## config.mk

```make
export PLATFORM = sky130hd
export DESIGN_NAME = tmr_channel
export DESIGN_NICKNAME = d
export VERILOG_FILES = /design/src/rtl/tmr_pkg.sv /design/src/rtl/tmr_prescaler.sv /design/src/rtl/tmr_counter.sv /design/src/rtl/tmr_match.sv /design/src/rtl/tmr_status.sv /design/src/rtl/tmr_channel.sv
export SDC_FILE = /design/constraint.sdc
export NUM_CORES = 1
export LEC_CHECK = 0
export ABC_AREA = 1
export BUFFER_PORTS_ARGS = -buffer_cell sky130_fd_sc_hd__buf_2
export CORE_UTILIZATION = 25
export CTS_CLUSTER_SIZE = 24
export DETAILED_ROUTE_END_ITERATION = 8
export PLACE_DENSITY_LB_ADDON = 0.3
export SETUP_SLACK_MARGIN = 0.2
export SLEW_MARGIN = 25
export SYNTH_ARGS = -nofsm -noshare
export SYNTH_HDL_FRONTEND = slang
export SYNTH_HIERARCHICAL = 1
export SYNTH_SLANG_ARGS = --single-unit
```

## constraint.sdc

```tcl
create_clock -name clk -period 7.86 [get_ports clk]
set_clock_uncertainty 0.05 [all_clocks]
set_input_delay 0.393 -clock clk [delete_from_list [all_inputs] [get_ports clk]]
set_output_delay 0.393 -clock clk [all_outputs]
set_load 0.01 [all_outputs]
```

## src/rtl/tmr_pkg.sv

```systemverilog
package tmr_pkg;
  localparam int CNT_W     = 16;
  localparam int PS_W      = 4;
  localparam int NUM_MATCH = 3;
  localparam int ST_W      = NUM_MATCH + 3;
  localparam int ST_IV     = 0;
  localparam int ST_OV     = NUM_MATCH + 1;
  localparam int CTL_W     = 3;
  localparam int CTL_DIS   = 0;
  localparam int CTL_IMODE = 1;
  localparam int CTL_DEC   = 2;
  localparam int WD_RST    = 4;
endpackage

```

## src/rtl/tmr_prescaler.sv

```systemverilog
module tmr_prescaler #(
  parameter int PS_W = 4
) (
  input  logic            clk,
  input  logic            rst_n,
  input  logic            ps_en,
  input  logic [PS_W-1:0] ps_sel,
  input  logic            restart,
  output logic            tick
);
  localparam int DIV_W = 2 ** PS_W;

  logic [PS_W:0]    cfg_q;
  logic [DIV_W-1:0] div_q;
  logic [PS_W:0]    shamt;
  logic [DIV_W:0]   last_w;
  logic             chg, at_end;

  assign shamt  = {1'b0, ps_sel} + 1'b1;
  assign last_w = ({{DIV_W{1'b0}}, 1'b1} << shamt) - 1'b1;
  assign at_end = (div_q == last_w[DIV_W-1:0]);
  assign chg    = ({ps_sel, ps_en} != cfg_q);
  assign tick   = !chg && !restart && (!ps_en || at_end);

  always_ff @(posedge clk or negedge rst_n) begin
    if (!rst_n) begin
      cfg_q <= '0;
      div_q <= '0;
    end else begin
      cfg_q <= {ps_sel, ps_en};
      if (chg || restart || !ps_en) div_q <= '0;
      else if (at_end)              div_q <= '0;
      else                          div_q <= div_q + 1'b1;
    end
  end

  // a divided tick is never followed directly by another one
  a_r3_tick_gap: assert property (@(posedge clk) disable iff (!rst_n)
    (tick && ps_en) |=> !tick);
  // no tick in the cycle a setting change is seen
  a_r12_restart_quiet: assert property (@(posedge clk) disable iff (!rst_n)
    (chg || restart) |-> !tick);
endmodule

```

## src/rtl/tmr_counter.sv

```systemverilog
module tmr_counter #(
  parameter int CNT_W = 16
) (
  input  logic             clk,
  input  logic             rst_n,
  input  logic             tick,
  input  logic             dis,
  input  logic             imode,
  input  logic             dec,
  input  logic             rs,
  input  logic [CNT_W-1:0] intv,
  output logic [CNT_W-1:0] cnt_q,
  output logic [CNT_W-1:0] cnt_nx,
  output logic             adv,
  output logic             wrap_iv,
  output logic             wrap_ov
);
  logic [CNT_W-1:0] top_v;
  logic             wrap;

  assign top_v = imode ? intv : {CNT_W{1'b1}};
  assign adv   = tick && !dis && !rs;

  always_comb begin
    cnt_nx = cnt_q;
    wrap   = 1'b0;
    if (!dec) begin
      if (cnt_q >= top_v) begin
        cnt_nx = '0;
        wrap   = 1'b1;
      end else begin
        cnt_nx = cnt_q + 1'b1;
      end
    end else begin
      if (cnt_q == '0) begin
        cnt_nx = top_v;
        wrap   = 1'b1;
      end else begin
        cnt_nx = cnt_q - 1'b1;
      end
    end
  end

  assign wrap_iv = adv && wrap && imode;
  assign wrap_ov = adv && wrap && !imode;

  always_ff @(posedge clk or negedge rst_n) begin
    if (!rst_n)   cnt_q <= '0;
    else if (rs)  cnt_q <= '0;
    else if (adv) cnt_q <= cnt_nx;
  end

  // disabled channel holds its count
  a_r4_hold: assert property (@(posedge clk) disable iff (!rst_n)
    (dis && !rs) |=> (cnt_q == $past(cnt_q)));
  // reset strobe leaves count at zero
  a_r9_zero: assert property (@(posedge clk) disable iff (!rst_n)
    rs |=> (cnt_q == '0));
  // upward step at the interval top returns to zero
  a_r6_top_wrap: assert property (@(posedge clk) disable iff (!rst_n)
    (adv && imode && !dec && cnt_q == intv) |=> (cnt_q == '0));
endmodule

```

## src/rtl/tmr_match.sv

```systemverilog
module tmr_match #(
  parameter int CNT_W     = 16,
  parameter int NUM_MATCH = 3
) (
  input  logic                       adv,
  input  logic [CNT_W-1:0]           cnt_nx,
  input  logic [NUM_MATCH*CNT_W-1:0] match_vals,
  output logic [NUM_MATCH-1:0]       hit
);
  for (genvar i = 0; i < NUM_MATCH; i++) begin : g_cmp
    assign hit[i] = adv && (cnt_nx == match_vals[i*CNT_W +: CNT_W]);
  end
endmodule

```

## src/rtl/tmr_status.sv

```systemverilog
module tmr_status #(
  parameter int ST_W = 6
) (
  input  logic            clk,
  input  logic            rst_n,
  input  logic [ST_W-1:0] set_v,
  input  logic            clr,
  output logic [ST_W-1:0] st_q
);
  always_ff @(posedge clk or negedge rst_n) begin
    if (!rst_n) st_q <= '0;
    else        st_q <= (clr ? '0 : st_q) | set_v;
  end

  // without a clear, no set bit drops
  a_r11_sticky: assert property (@(posedge clk) disable iff (!rst_n)
    !clr |=> ((st_q & $past(st_q)) == $past(st_q)));
  // an event in the clear cycle survives
  a_r11_set_wins: assert property (@(posedge clk) disable iff (!rst_n)
    clr |=> ((st_q & $past(set_v)) == $past(set_v)));
endmodule

```

## src/rtl/tmr_channel.sv

```systemverilog
module tmr_channel
  import tmr_pkg::*;
#(
  parameter int CW = CNT_W,
  parameter int PW = PS_W,
  parameter int NM = NUM_MATCH
) (
  input  logic            clk,
  input  logic            rst_n,
  input  logic [PW:0]     clk_ctrl,
  input  logic            ctl_we,
  input  logic [4:0]      ctl_wdata,
  input  logic [CW-1:0]   intv,
  input  logic [NM*CW-1:0] match_vals,
  input  logic [NM+2:0]   irq_en,
  input  logic            stat_clr,
  output logic [CW-1:0]   count,
  output logic [NM+2:0]   status,
  output logic            irq
);
  localparam int SW = NM + 3;

  logic [CTL_W-1:0] ctrl_q;
  logic             rs, tick, adv, wrap_iv, wrap_ov;
  logic [CW-1:0]    cnt_nx;
  logic [NM-1:0]    hit;
  logic [SW-1:0]    set_v;
  logic             ctl_unused;

  assign ctl_unused = ctl_wdata[3];
  assign rs = ctl_we && ctl_wdata[WD_RST];

  always_ff @(posedge clk or negedge rst_n) begin
    if (!rst_n)      ctrl_q <= CTL_W'(1) << CTL_DIS;
    else if (ctl_we) ctrl_q <= ctl_wdata[CTL_W-1:0];
  end

  tmr_prescaler #(.PS_W(PW)) u_ps (
    .clk(clk), .rst_n(rst_n), .ps_en(clk_ctrl[0]), .ps_sel(clk_ctrl[PW:1]),
    .restart(rs), .tick(tick)
  );

  tmr_counter #(.CNT_W(CW)) u_cnt (
    .clk(clk), .rst_n(rst_n), .tick(tick), .dis(ctrl_q[CTL_DIS]),
    .imode(ctrl_q[CTL_IMODE]), .dec(ctrl_q[CTL_DEC]), .rs(rs), .intv(intv),
    .cnt_q(count), .cnt_nx(cnt_nx), .adv(adv), .wrap_iv(wrap_iv), .wrap_ov(wrap_ov)
  );

  tmr_match #(.CNT_W(CW), .NUM_MATCH(NM)) u_match (
    .adv(adv), .cnt_nx(cnt_nx), .match_vals(match_vals), .hit(hit)
  );

  assign set_v = {1'b0, wrap_ov, hit, wrap_iv};

  tmr_status #(.ST_W(SW)) u_st (
    .clk(clk), .rst_n(rst_n), .set_v(set_v), .clr(stat_clr), .st_q(status)
  );

  assign irq = |(status & irq_en);

  // the unused top flag never rises
  a_r8_top_flag_low: assert property (@(posedge clk) disable iff (!rst_n)
    !status[SW-1]);
  // irq is quiet when status is empty
  a_r10_quiet: assert property (@(posedge clk) disable iff (!rst_n)
    (status == '0) |-> !irq);
endmodule

```

==> results.txt, run 1 <==
The flow ran to the end, and the final reports show no timing, DRC or antenna violations. The logs give 16800 um for the total wirelength of the detailed-routed design and 0 for the leftover overflow at the end of global routing. The completed layout was analyzed and its total power is 0.735 mW. The number of different library cells in the post-synthesis netlist came out at 45.

The prevailing post-synth register cell is dfrtp_1. For the utilization after layout, the log shows 0.302. The final design instance area without fill was 0.00618 sq mm.

In the routed design, unresolved DRC markers number 0. Sorting the synthesized cells by area gives the leading types as nand2_1 22%, dfrtp_1 21%, inv_1 7.3%. Setup repair after global routing left no endpoint under its margin.

In this run the static leakage power is 3.33 nW. The run gives 0.0000751 V as the maximum vdd drop. After routing, the total negative slack on setup checks comes to 0 ps. For the CTS buffer count, the log shows 5.

The H-tree generated during clock tree synthesis spans 2 levels. In this run the vertical extent of the chip is 147 um. The share of synthesized registers carrying an async set or reset was 1.00; the number of diodes was 0. The count of input and output buffers came out at 105. Setup violations remaining at the end of the flow were counted as 0. The root buffer cell chosen for the clock tree is clkbuf_16. The fraction of final layout cells with drive strength greater than 1 was 0.209; the standard-cell row count was 52.

The run gives 0 as the number of failing hold endpoints at the final stage. The Yosys warning count came out at 6. Once routing completed, OpenROAD measured the worst setup slack at 4390 ps.

The routed wirelength normalized by instance count was 13.6 um. The tools report the endpoint class of the critical path as a register. The number of clock sinks seen by CTS came out at 46. By instance count, the leading cell after synthesis is nand2_1. The tools report the number of maximum-capacitance violations as 0. The min-delay analysis places its worst path in the category input port to asynchronous set/reset pin. In this run, the number of DRC markers left after iteration 0 of detailed routing was 306. The first detailed-routing pass ran for 5 iterations. Gates resized during post-CTS repair numbered 0.

For the post-detailed-placement cell area, the log shows 0.00603 sq mm. The number of global-route vias before repair was 5261. Fill cells in the final layout number 2377.

For this run, the post-layout net count is 1075. The run gives 27200 um as the global-route wire length before repair. At the pin with the least slew margin, the transition time is 889 ps. Counting I/O delays and the setup requirement, the final critical path takes 3470 ps. The core region is 0.0205 sq mm.

Each instance of the synthesized netlist takes up on average 6.04 sq um. Yosys mapped a number of flops with a built-in enable equal to 0. Leading area contributor after synthesis: nand2_1. Category of the worst setup path launch point: a register.

The die covers 0.0217 sq mm. The clock passes through at most 2 buffers. In the routed layout, each cell is associated on average with a via count of 4.50. Sequential share of the synthesized area: 0.218. Detailed placement finished with a half-perimeter wire length of 13300 um. For this run, the top clock speed supported by timing is 288 MHz. The critical path class was register to register. The power per cell area is 119 mW/mm^2, and the clock latency reported for the late side of the worst-skew pair is 310 ps. The relative slew slack is 0.407, and the flip-flop and latch count after synthesis is 46.

The number of nets in the synthesized netlist is 980. The total global routing track utilization is 0.159, and the total number of vias is 5587. Hold repair after CTS inserted 0 buffers.

The starting density of the core is 0.258, and the area added between synthesis and finish is 16.9%. The worst slack at placement came out at 4280 ps. The number of setup buffers added after CTS is 0. In this run the cell area of the synthesized design comes to 0.00529 sq mm. During I/O placement, the number of pins put on the boundary was 107.

The peak fanout along the critical path is 17. The top cell type's share of synthesized area is 0.217, and the final max-slew violation count is 0. The clock-pin slew on the worst setup and hold paths works out to 80 ps.

The initial antenna violation count was 0; the final RePlAce weighted congestion was 0.904. The commonest cells after synthesis are 305 x nand2_1, 103 x inv_1, 88 x nor2_1, 53 x nand3_1, 45 x dfrtp_1. TritonCTS built the clock tree.

The count of nets left with antenna violations after detail routing was 0; the critical path data required time was 8060 ps. In the synthesized netlist, the number of instances is 875. Horizontal extent of the die: 147 um.

At the worst endpoint, the arrival time is 3670 ps. Entering global routing, the biggest net connects 47 pins. The final cycle utilization of the critical path works out to 0.442.
[critical path, cell delays in order (launching register included)]
cell and delay (ps):
dfrtp_1 450, inv_2 270, nor2_1 120, ha_1 310
a21oi_1 120, o21ai_0 120, a21oi_2 730, nand3_1 150
nand2_1 110, and2_1 310, xor2_1 100, nor3_1 220
nand2_1 110, nor2_2 120, inv_1 50, nand2_1 60
[power by group]
group	switching, mW	total [mW]	leakage [nW]	internal, mW
sequential	0.00957	0.251	0.620	0.241
clock	0.116	0.239	0.0763	0.122
combinational	0.162	0.246	2.64	0.0840
[sequential cells by signal, summed over array words and instances (netlist names)]
register and cells:
u_st/st_q 6, u_ps/div_q 16, u_cnt/cnt_q 16, ctrl_q 3
u_ps/cfg_q 5
[area by class of cell]
cell class	instances	area (sq um)	share of cell area
Clock buffer	5	125	0.0202
Clock inverter	3	28.8	0.00465
Sequential cell	46	1150	0.186
Inverter	128	493	0.0797
Tap cell	270	338	0.0546
Timing Repair Buffer	108	548	0.0886
Multi-Input combinational cell	681	3500	0.566
[cell families (layout without fill, tap and decap cells)]
family                   count (synthesis)  count (layout)  synth area share
AO/OA/AOI/OAI                           66              66            0.0698
AND/OR/NAND/NOR                        551             551             0.473
adder cells (fa/ha/maj)                 21              21            0.0497
buffers and inverters                  148             244             0.120
other                                    2               2           0.00142
XOR/XNOR                                41              41            0.0679
flip-flops                              46              46             0.218
[stage by stage]
stage | instances | hold slack, ps
2_1_floorplan | 875 | 47.4
3_3_place_gp | 1233 | 420
3_5_place_dp | 1233 | 427
4_1_cts | 1241 | 171
5_1_grt | 1241 | 194
6_report | 1241 | 145
[cell usage in the layout (no fill, tap or decap), types with 11 or more instances in the layout]
cell type,netlist,routed
nand2_1,305,305
buf_2,6,105
inv_1,103,103
nor2_1,88,88
nand3_1,53,53
dfrtp_1,45,45
xor2_1,33,33
nand4_1,29,29
nor2_2,27,27
ha_1,21,21
inv_2,20,20
o21ai_0,19,19
a21oi_1,15,15
o21ai_1,15,15
nand2_2,11,11
[final timing paths]
kind	slack, ps	startpoint	depth (start not counted)	end
max in group asynchronous	7190	rst_n	2	u_ps/div_q[9]
hold / removal	150	rst_n	2	u_st/st_q[4]
setup reg to reg	4390	ctrl_q[1]	15	u_st/st_q[3]
min in group clk	200	clk_ctrl[0]	1	u_ps/cfg_q[0]
setup / recovery	4390	ctrl_q[1]	15	u_st/st_q[3]
hold reg to reg	430	ctrl_q[0]	2	ctrl_q[0]
[per-layer routing]
| metal | share of wire | global-route usage | vias to the layer above |
|---|---|---|---|
| li1 | - | - | 2931 |
| met1 | 0.46 | 0.201 | 2533 |
| met2 | 0.49 | 0.280 | 105 |
| met3 | 0.034 | 0.0253 | 18 |
| met4 | 0.018 | 0.0428 | 0 |
| met5 | 0 | 0 | - |
Note: power is estimated with default switching activity, not from simulation.
==> run 2, diff against run 1 <==
clock period = 2.8 ns   (was 7.86 ns; I/O delays follow)
==> run 2 against run 1 <==
  * The flow now finishes with violations (negative setup slack)
  * Sequential cell count stayed put
  * Worst setup slack got worse by 4500 ps
  * Count of clock-buffer cells in the layout unchanged
  * Sequential share of layout area shrank 2.8 points
  * Power rose to 3.1 times the previous value
  * Critical path depth increased by 6
  * Clock power grew to 2.6 times the previous value
  * Sequential power grew to 2.7 times the previous value
  * Largest power group is now combinational logic
==> results.txt, run 2 (synthesized netlist as in run 1, its figures left out) <==
The largest registers in the layout are u_cnt/cnt_q: 16 flops, u_ps/div_q: 16 flops, u_st/st_q: 6 flops. The final cycle utilization of the critical path is 1.04, and the total number of vias is 6087. The number of maximum-capacitance violations was 0. Summed over all layers, the global routing overflow is 0. The logs give 0.000209 V for the maximum vdd drop and 2990 ps for the critical path data required time. Summed over all cells, the static leakage comes to 3.87 nW. For the worst setup path, the data arrival time is 3100 ps. Count of buffering cells on the critical path with inverters included: 5.

The worst setup path is launched from a register. In this run the number of cells on the critical path is 21. The run gives 0.555 as the relative slew slack. After detailed routing, the number of remaining DRC violations is 0. By instance count, the cell type seen most on the critical path is nand2_1. The slowest cell on the critical path is dfrtp_2. The number of clock sinks seen by CTS is 46.

The kind of path behind the tightest hold check is input port to register. The endpoint identified for the worst register-to-register timing path is u_st/st_q[2]. The run finished, with violations left. The logs give 2.27 mW for the total chip power and 0.176 for the total global routing track utilization.

In this run, CTS created clock tree buffers numbering 5. The first global-routing pass estimated 29700 um of wire. The commonest non-fill, non-tap cell in the layout is nand2_1.

For the standard-cell row count, the log shows 52. The maximum number of pins on one net before global-route repair was 47. In this run the worst setup path terminates at u_st/st_q[2]. The tools report the detailed-router iteration count before antenna repair as 6.

The repair_antennas step left the layout with diodes totalling 0. The fraction of final layout cells with drive strength greater than 1 is 0.329, and the final max-slew violation count is 0. TritonCTS built the clock tree. Walking the worst path, the cells encountered are clkinvlp_4 > buf_6 > or2_4 > ha_4 > nand2_2 > nor2_1 > nor2_1 > nand2_1 > nand2_1 > nand2_1 > nand2_2 > buf_6 > nand4_1 > nand2_2 > buf_4 > xor2_1 > nor3_1 > nand2_1 > nor2_2 > inv_1 > nand2_1. The tools report the final RePlAce weighted congestion as 0.936.

The cell type group with the largest total delay on the critical path was simple AND/OR/NAND/NOR gates. The die extent in y came out at 147 um. The root buffer cell was clkbuf_16.

Critical path class: register to register. In this run the tool buffered the top-level ports with 105 buffer cells. Routed wirelength normalized by instance count: 14.3 um. For this design the ratio of total power to cell area is 311 mW/mm^2. At the end of the flow, the number of nets in the layout was 1180.

The starting density of the core came out at 0.258. Clock latency reported for the late side of the worst-skew pair: 300 ps. The tools report the number of failing hold endpoints at the final stage as 0. The shortest clock period the worst path allows after layout was 2910 ps.

Counting along the longest clock path gives a buffer depth of 2. The largest single stage delay on the critical path is 420 ps. The logs give 0.0205 sq mm for the core outline area and 5729 for the number of global-route vias before repair. Of all nets on the critical path, the largest fanout is 8.

Setup violations remaining at the end of the flow were counted as 3. The critical path starts at ctrl_q[1]. For the worst flop-to-flop path, the logic depth is 21. The utilization after layout is 0.356, and the clock-pin slew on the worst setup and hold paths is 70 ps. Measured along the x axis, the die boundary spans 147 um.

In this run the count of I/O pins placed on the die edge is 107. At the pin with the least slew margin, the transition time is 668 ps. The tools report the H-tree level count as 2.

For the initial antenna violation count, the log shows 0. The run gives 344 MHz as the fmax. For the die footprint, the log shows 0.0217 sq mm. Setup repair after global routing could not meet its margin everywhere. The source of the worst register-to-register timing path was ctrl_q[1].

Compared with the post-synthesis result, the final layout area differs by 37.9%. The count of nets left with antenna violations after detail routing is 0. In the layout the commonest cells are 287 x nand2_1, 105 x buf_2, 99 x inv_1. Violation count after the first detailed-route iteration: 423.

Setup slack on the worst reg-to-reg path comes out at -110 ps. The logs give 28.6 ps for the worst slack on hold paths and 15100 um for the detailed-placement wirelength estimate. The final layout contains routed wiring with a total length of 19300 um. Dividing the detail-routed via count by the number of cells gives 4.52. The endpoint class of the critical path was a register. The final reports fail on negative setup slack. The run gives -106 ps as the slack of the critical path.
-- run 2: cell count changes in the layout (fill, tap and decap cells not counted), moves of 7 or more --
cell / previous run / this run
buf_4: 3 / 83
nand2_1: 305 / 287
nand2_2: 11 / 29
buf_6: 0 / 17
nor2_1: 88 / 76
nor2_2: 27 / 34
-- run 2: area by class of cell --
cell class	count	area [sq um]
inverter	128	500
timing repair buffer	212	1440
tap	270	338
timing repair inverter	1	7.51
multi-input combinational	681	3700
clock inverter	3	18.8
clock buffer	5	125
fill	2253	13200
sequential	46	1160
-- run 2: layer usage --
layer,track usage,vias up,wire (um)
met5,0,-,0
met4,0.0644,0,560
li1,-,3147,-
met2,0.286,221,8620
met1,0.234,2686,8860
met3,0.0296,33,1230
-- run 2: how the worst min path moves through the flow --
stage / startpoint / to / slack [ps] / cells after the start
6_report: ctl_wdata[2] / ctrl_q[2] / 30 / 3
5_1_grt: stat_clr / u_st/st_q[3] / 70 / 4
4_1_cts: ctl_we / ctrl_q[0] / 30 / 2
3_5_place_dp: rst_n / u_ps/div_q[1] / 260 / 2
3_3_place_gp: rst_n / u_ps/div_q[1] / 260 / 2
2_1_floorplan: rst_n / ctrl_q[1] / -210 / 0
-- run 2: through the flow --
stage	setup TNS, ps	setup slack, ps	cell area (sq um)	instances
after floorplan	0	210	5330	875
after global placement	-655	-203	6630	1307
after detailed placement	-585	-192	6630	1307
after CTS	-137	-64.5	7030	1333
after global routing	-847	-310	7290	1346
final	-269	-106	7290	1346
-- run 2: worst register-to-register path, cell delays in order (launching register included) --
cell and delay, ps:
dfrtp_2 420, clkinvlp_4 150, buf_6 150, or2_4 240
ha_4 260, nand2_2 40, nor2_1 80, nor2_1 50
nand2_1 70, nand2_1 50, nand2_1 70, nand2_2 80
buf_6 150, nand4_1 80, nand2_2 120, buf_4 150
xor2_1 160, nor3_1 160, nand2_1 140, nor2_2 100
inv_1 40, nand2_1 50
-- run 2: what timing repair did --
action | 4_1_cts | 5_1_grt
hold endpoints to repair | 48 | 0
buffers inserted | 12 | 13
pin swaps | 15 | 22
gates cloned | 2 | 0
gates resized for setup | 34 | 40
hold buffers | 4 | 0
setup endpoints to repair | 4 | 12
-- run 2: report_power, final --
group          internal [mW]  total, mW  switching [mW]
Combinational          0.401      0.952           0.551
Sequential             0.678      0.690          0.0119
Clock                  0.332      0.628           0.296
Total                   1.41       2.27           0.859
==> run 3, diff against run 2 <==
BUFFER_PORTS_ARGS = -buffer_cell sky130_fd_sc_hd__clkbuf_2   (was -buffer_cell sky130_fd_sc_hd__buf_2)
==> run 3 against run 2 <==
  * The flow still finishes with violations (negative setup slack)
  * Clock power increased by 3.2%
  * Critical path depth shrank 1
  * Largest power group unchanged
  * Routed wire length is 1.6% lower
  * Combinational power grew 0.4%
  * Sequential share of layout area about the same
  * First-iteration DRC count shrank 13%
  * Maximum frequency is 1.6% higher
  * Global-route usage increased by 0.13 points
  * Cell count increased by 0.15%
  * Non-clock buffer count up 2
  * Register-to-register slack better by 50 ps
  * Sequential power is essentially flat
==> results.txt, run 3 (synthesized netlist as in run 1, its figures left out) <==
The flow ran to the end, but the final reports show violations. The final reports fail on negative setup slack. The remaining design rule violation count was 0.

The critical path data required time came out at 2990 ps. Setup repair after global routing could not meet its margin everywhere. The min-delay analysis places its worst path in the category input port to register. The number of failing hold endpoints at the final stage was 0; the die extent in y was 147 um.

The clock-pin slew on the worst setup and hold paths works out to 70 ps. The root buffer cell was clkbuf_16. Setup violations remaining at the end of the flow were counted as 2. The number of buffers and inverters on the critical path is 5. The shortest clock period the worst path allows after layout is 2860 ps, and the standard-cell row count is 52. The slowest stage of the critical path is the dfrtp_2 cell. The total global routing track utilization is 0.177, and the maximum vdd drop is 0.000220 V. The final cycle utilization of the critical path is 1.02, and the leftover overflow at the end of global routing is 0. The first global-routing pass estimated 30200 um of wire. The final max-slew violation count is 0, and the routed wirelength normalized by instance count is 14.1 um. In this run the power density over the cells is 315 mW/mm^2. Starting density of the core: 0.258. After detailed routing, the number of vias per cell comes to 4.56. The largest single stage delay on the critical path is 450 ps. The top cell types in the final layout, fill and taps aside, are 285 x nand2_1, 104 x clkbuf_2, 100 x inv_1.

The first detailed-routing pass ran for 5 iterations. In the final layout, the registers with the most flip-flops are u_cnt/cnt_q: 16 flops, u_ps/div_q: 16 flops, u_st/st_q: 6 flops. For the initial antenna violation count, the log shows 0. The tools report the endpoint class of the critical path as a register. The setup path with the least slack is of type register to register. For the violation count after the first detailed-route iteration, the log shows 369.

The die footprint was 0.0217 sq mm; the data arrival time of the critical path was 3050 ps. The congestion estimate from routability-driven global placement came to 0.948. Relative slew slack: 0.623.

Along the worst path, the maximum fanout reaches 16. In this design, the largest share of critical-path delay is due to simple AND/OR/NAND/NOR gates. At the pin with the least slew margin, the transition time is 561 ps.

The area growth from synthesis to layout is 37.8%. The fraction of final layout cells with drive strength greater than 1 came out at 0.330. TritonCTS built the clock tree.

Clock tree synthesis found a total of 46 sinks. Number of global-route vias before repair: 5799. 0 antenna diodes ended up in the layout. The slack of the critical path came out at -60.4 ps.

The net count of the finished layout is 1182. The total wirelength of the detailed-routed design was 19000 um; the count of pins on the block boundary was 107. The tools report the H-tree level count as 2.

Counting stages on the worst path, the most repeated cell is nand2_1. The count of input and output buffers was 105; the CTS buffer count was 5. The region available for standard cell placement spans 0.0205 sq mm. Measured along the x axis, the die boundary spans 147 um. STA classifies the critical path startpoint as a register. The static power due to leakage is 3.89 nW.

Timing would allow up to 350 MHz. The detailed router placed 6145 vias in this run. The clock latency reported for the late side of the worst-skew pair was 300 ps. The HPWL after detailed placement is 15100 um. In this run the deepest clock path goes through 2 buffers. Walking the worst path, the cells encountered are clkinvlp_4 > buf_12 > nor2_1 > ha_1 > a21oi_1 > o21ai_0 > a21oi_2 > buf_6 > nand4_1 > nand2_2 > inv_2 > nand2_1 > nand2_1 > nor2_1 > nand2_1 > nor2_2 > nand2_2 > nor2_2 > inv_1 > nand2_1. The maximum number of pins on one net before global-route repair came out at 39. The number of maximum-capacitance violations was 0. The library cell used most frequently in the layout, excluding fill and tap cells, is nand2_1. Setup total negative slack on the finished layout was measured at -117 ps. The count of nets left with antenna violations after detail routing came out at 0. The utilization after layout was 0.356.
run 3: path summary, 6_finish.rpt:
| check | start | end | slack, ps | cells after the start |
|---|---|---|---|---|
| min in group asynchronous | rst_n | u_ps/div_q[2] | 330 | 2 |
| min reg2reg | ctrl_q[0] | ctrl_q[0] | 420 | 2 |
| max reg2reg | ctrl_q[1] | u_st/st_q[3] | -60 | 20 |
| min | ctl_wdata[0] | ctrl_q[0] | 40 | 3 |
| max | ctrl_q[1] | u_st/st_q[3] | -60 | 20 |
| max in group asynchronous | rst_n | u_cnt/cnt_q[13] | 1800 | 3 |
run 3: layer usage:
| layer | track usage | vias to the layer above | part of all wire |
|---|---|---|---|
| li1 | - | 3143 | - |
| met1 | 0.243 | 2744 | 0.46 |
| met2 | 0.282 | 211 | 0.44 |
| met3 | 0.0287 | 47 | 0.060 |
| met4 | 0.0624 | 0 | 0.035 |
| met5 | 0 | - | 0 |
run 3: final cells by class:
type / instances / area [sq um]
well taps: 270 / 338
inverters: 128 / 498
clock inverters: 1 / 8.76
repair inverters: 1 / 7.51
fillers: 2252 / 13200
repair buffers: 214 / 1430
multi-input cells: 681 / 3710
flip-flops and latches: 46 / 1160
clock buffers: 7 / 143
run 3: tightest hold or removal path: stages:
cell      delay (ps)
clkbuf_2          80
nand2_1           80
o21ai_0           80
run 3: timing repair:
action                                  4_1_cts  5_1_grt
endpoints found under the setup margin        5       10
gates cloned                                  2        0
endpoints found under the hold margin        37        0
gates resized for setup                      40       31
setup buffers                                13       14
hold buffers                                  2        0
pin swaps                                    29       37
run 3: report_power, final:
part | internal (mW) | switching, mW
sequential | 0.678 | 0.0149
combinational | 0.408 | 0.547
clock | 0.360 | 0.288
total | 1.45 | 0.850
run 3: through the flow:
stage / cell area (sq um) / std cells / power, mW / hold WS, ps / worst slack [ps]
floorplan: 5330 / 875 / 1.19 / -206 / 210
finish: 7290 / 1348 / 2.30 / 35.1 / -60.4
detailed placement: 6650 / 1309 / 1.53 / 145 / -183
global route: 7290 / 1348 / 2.44 / 59.7 / -258
global placement: 6640 / 1309 / 1.53 / 294 / -183
CTS: 7090 / 1334 / 2.27 / 31.4 / -20.3
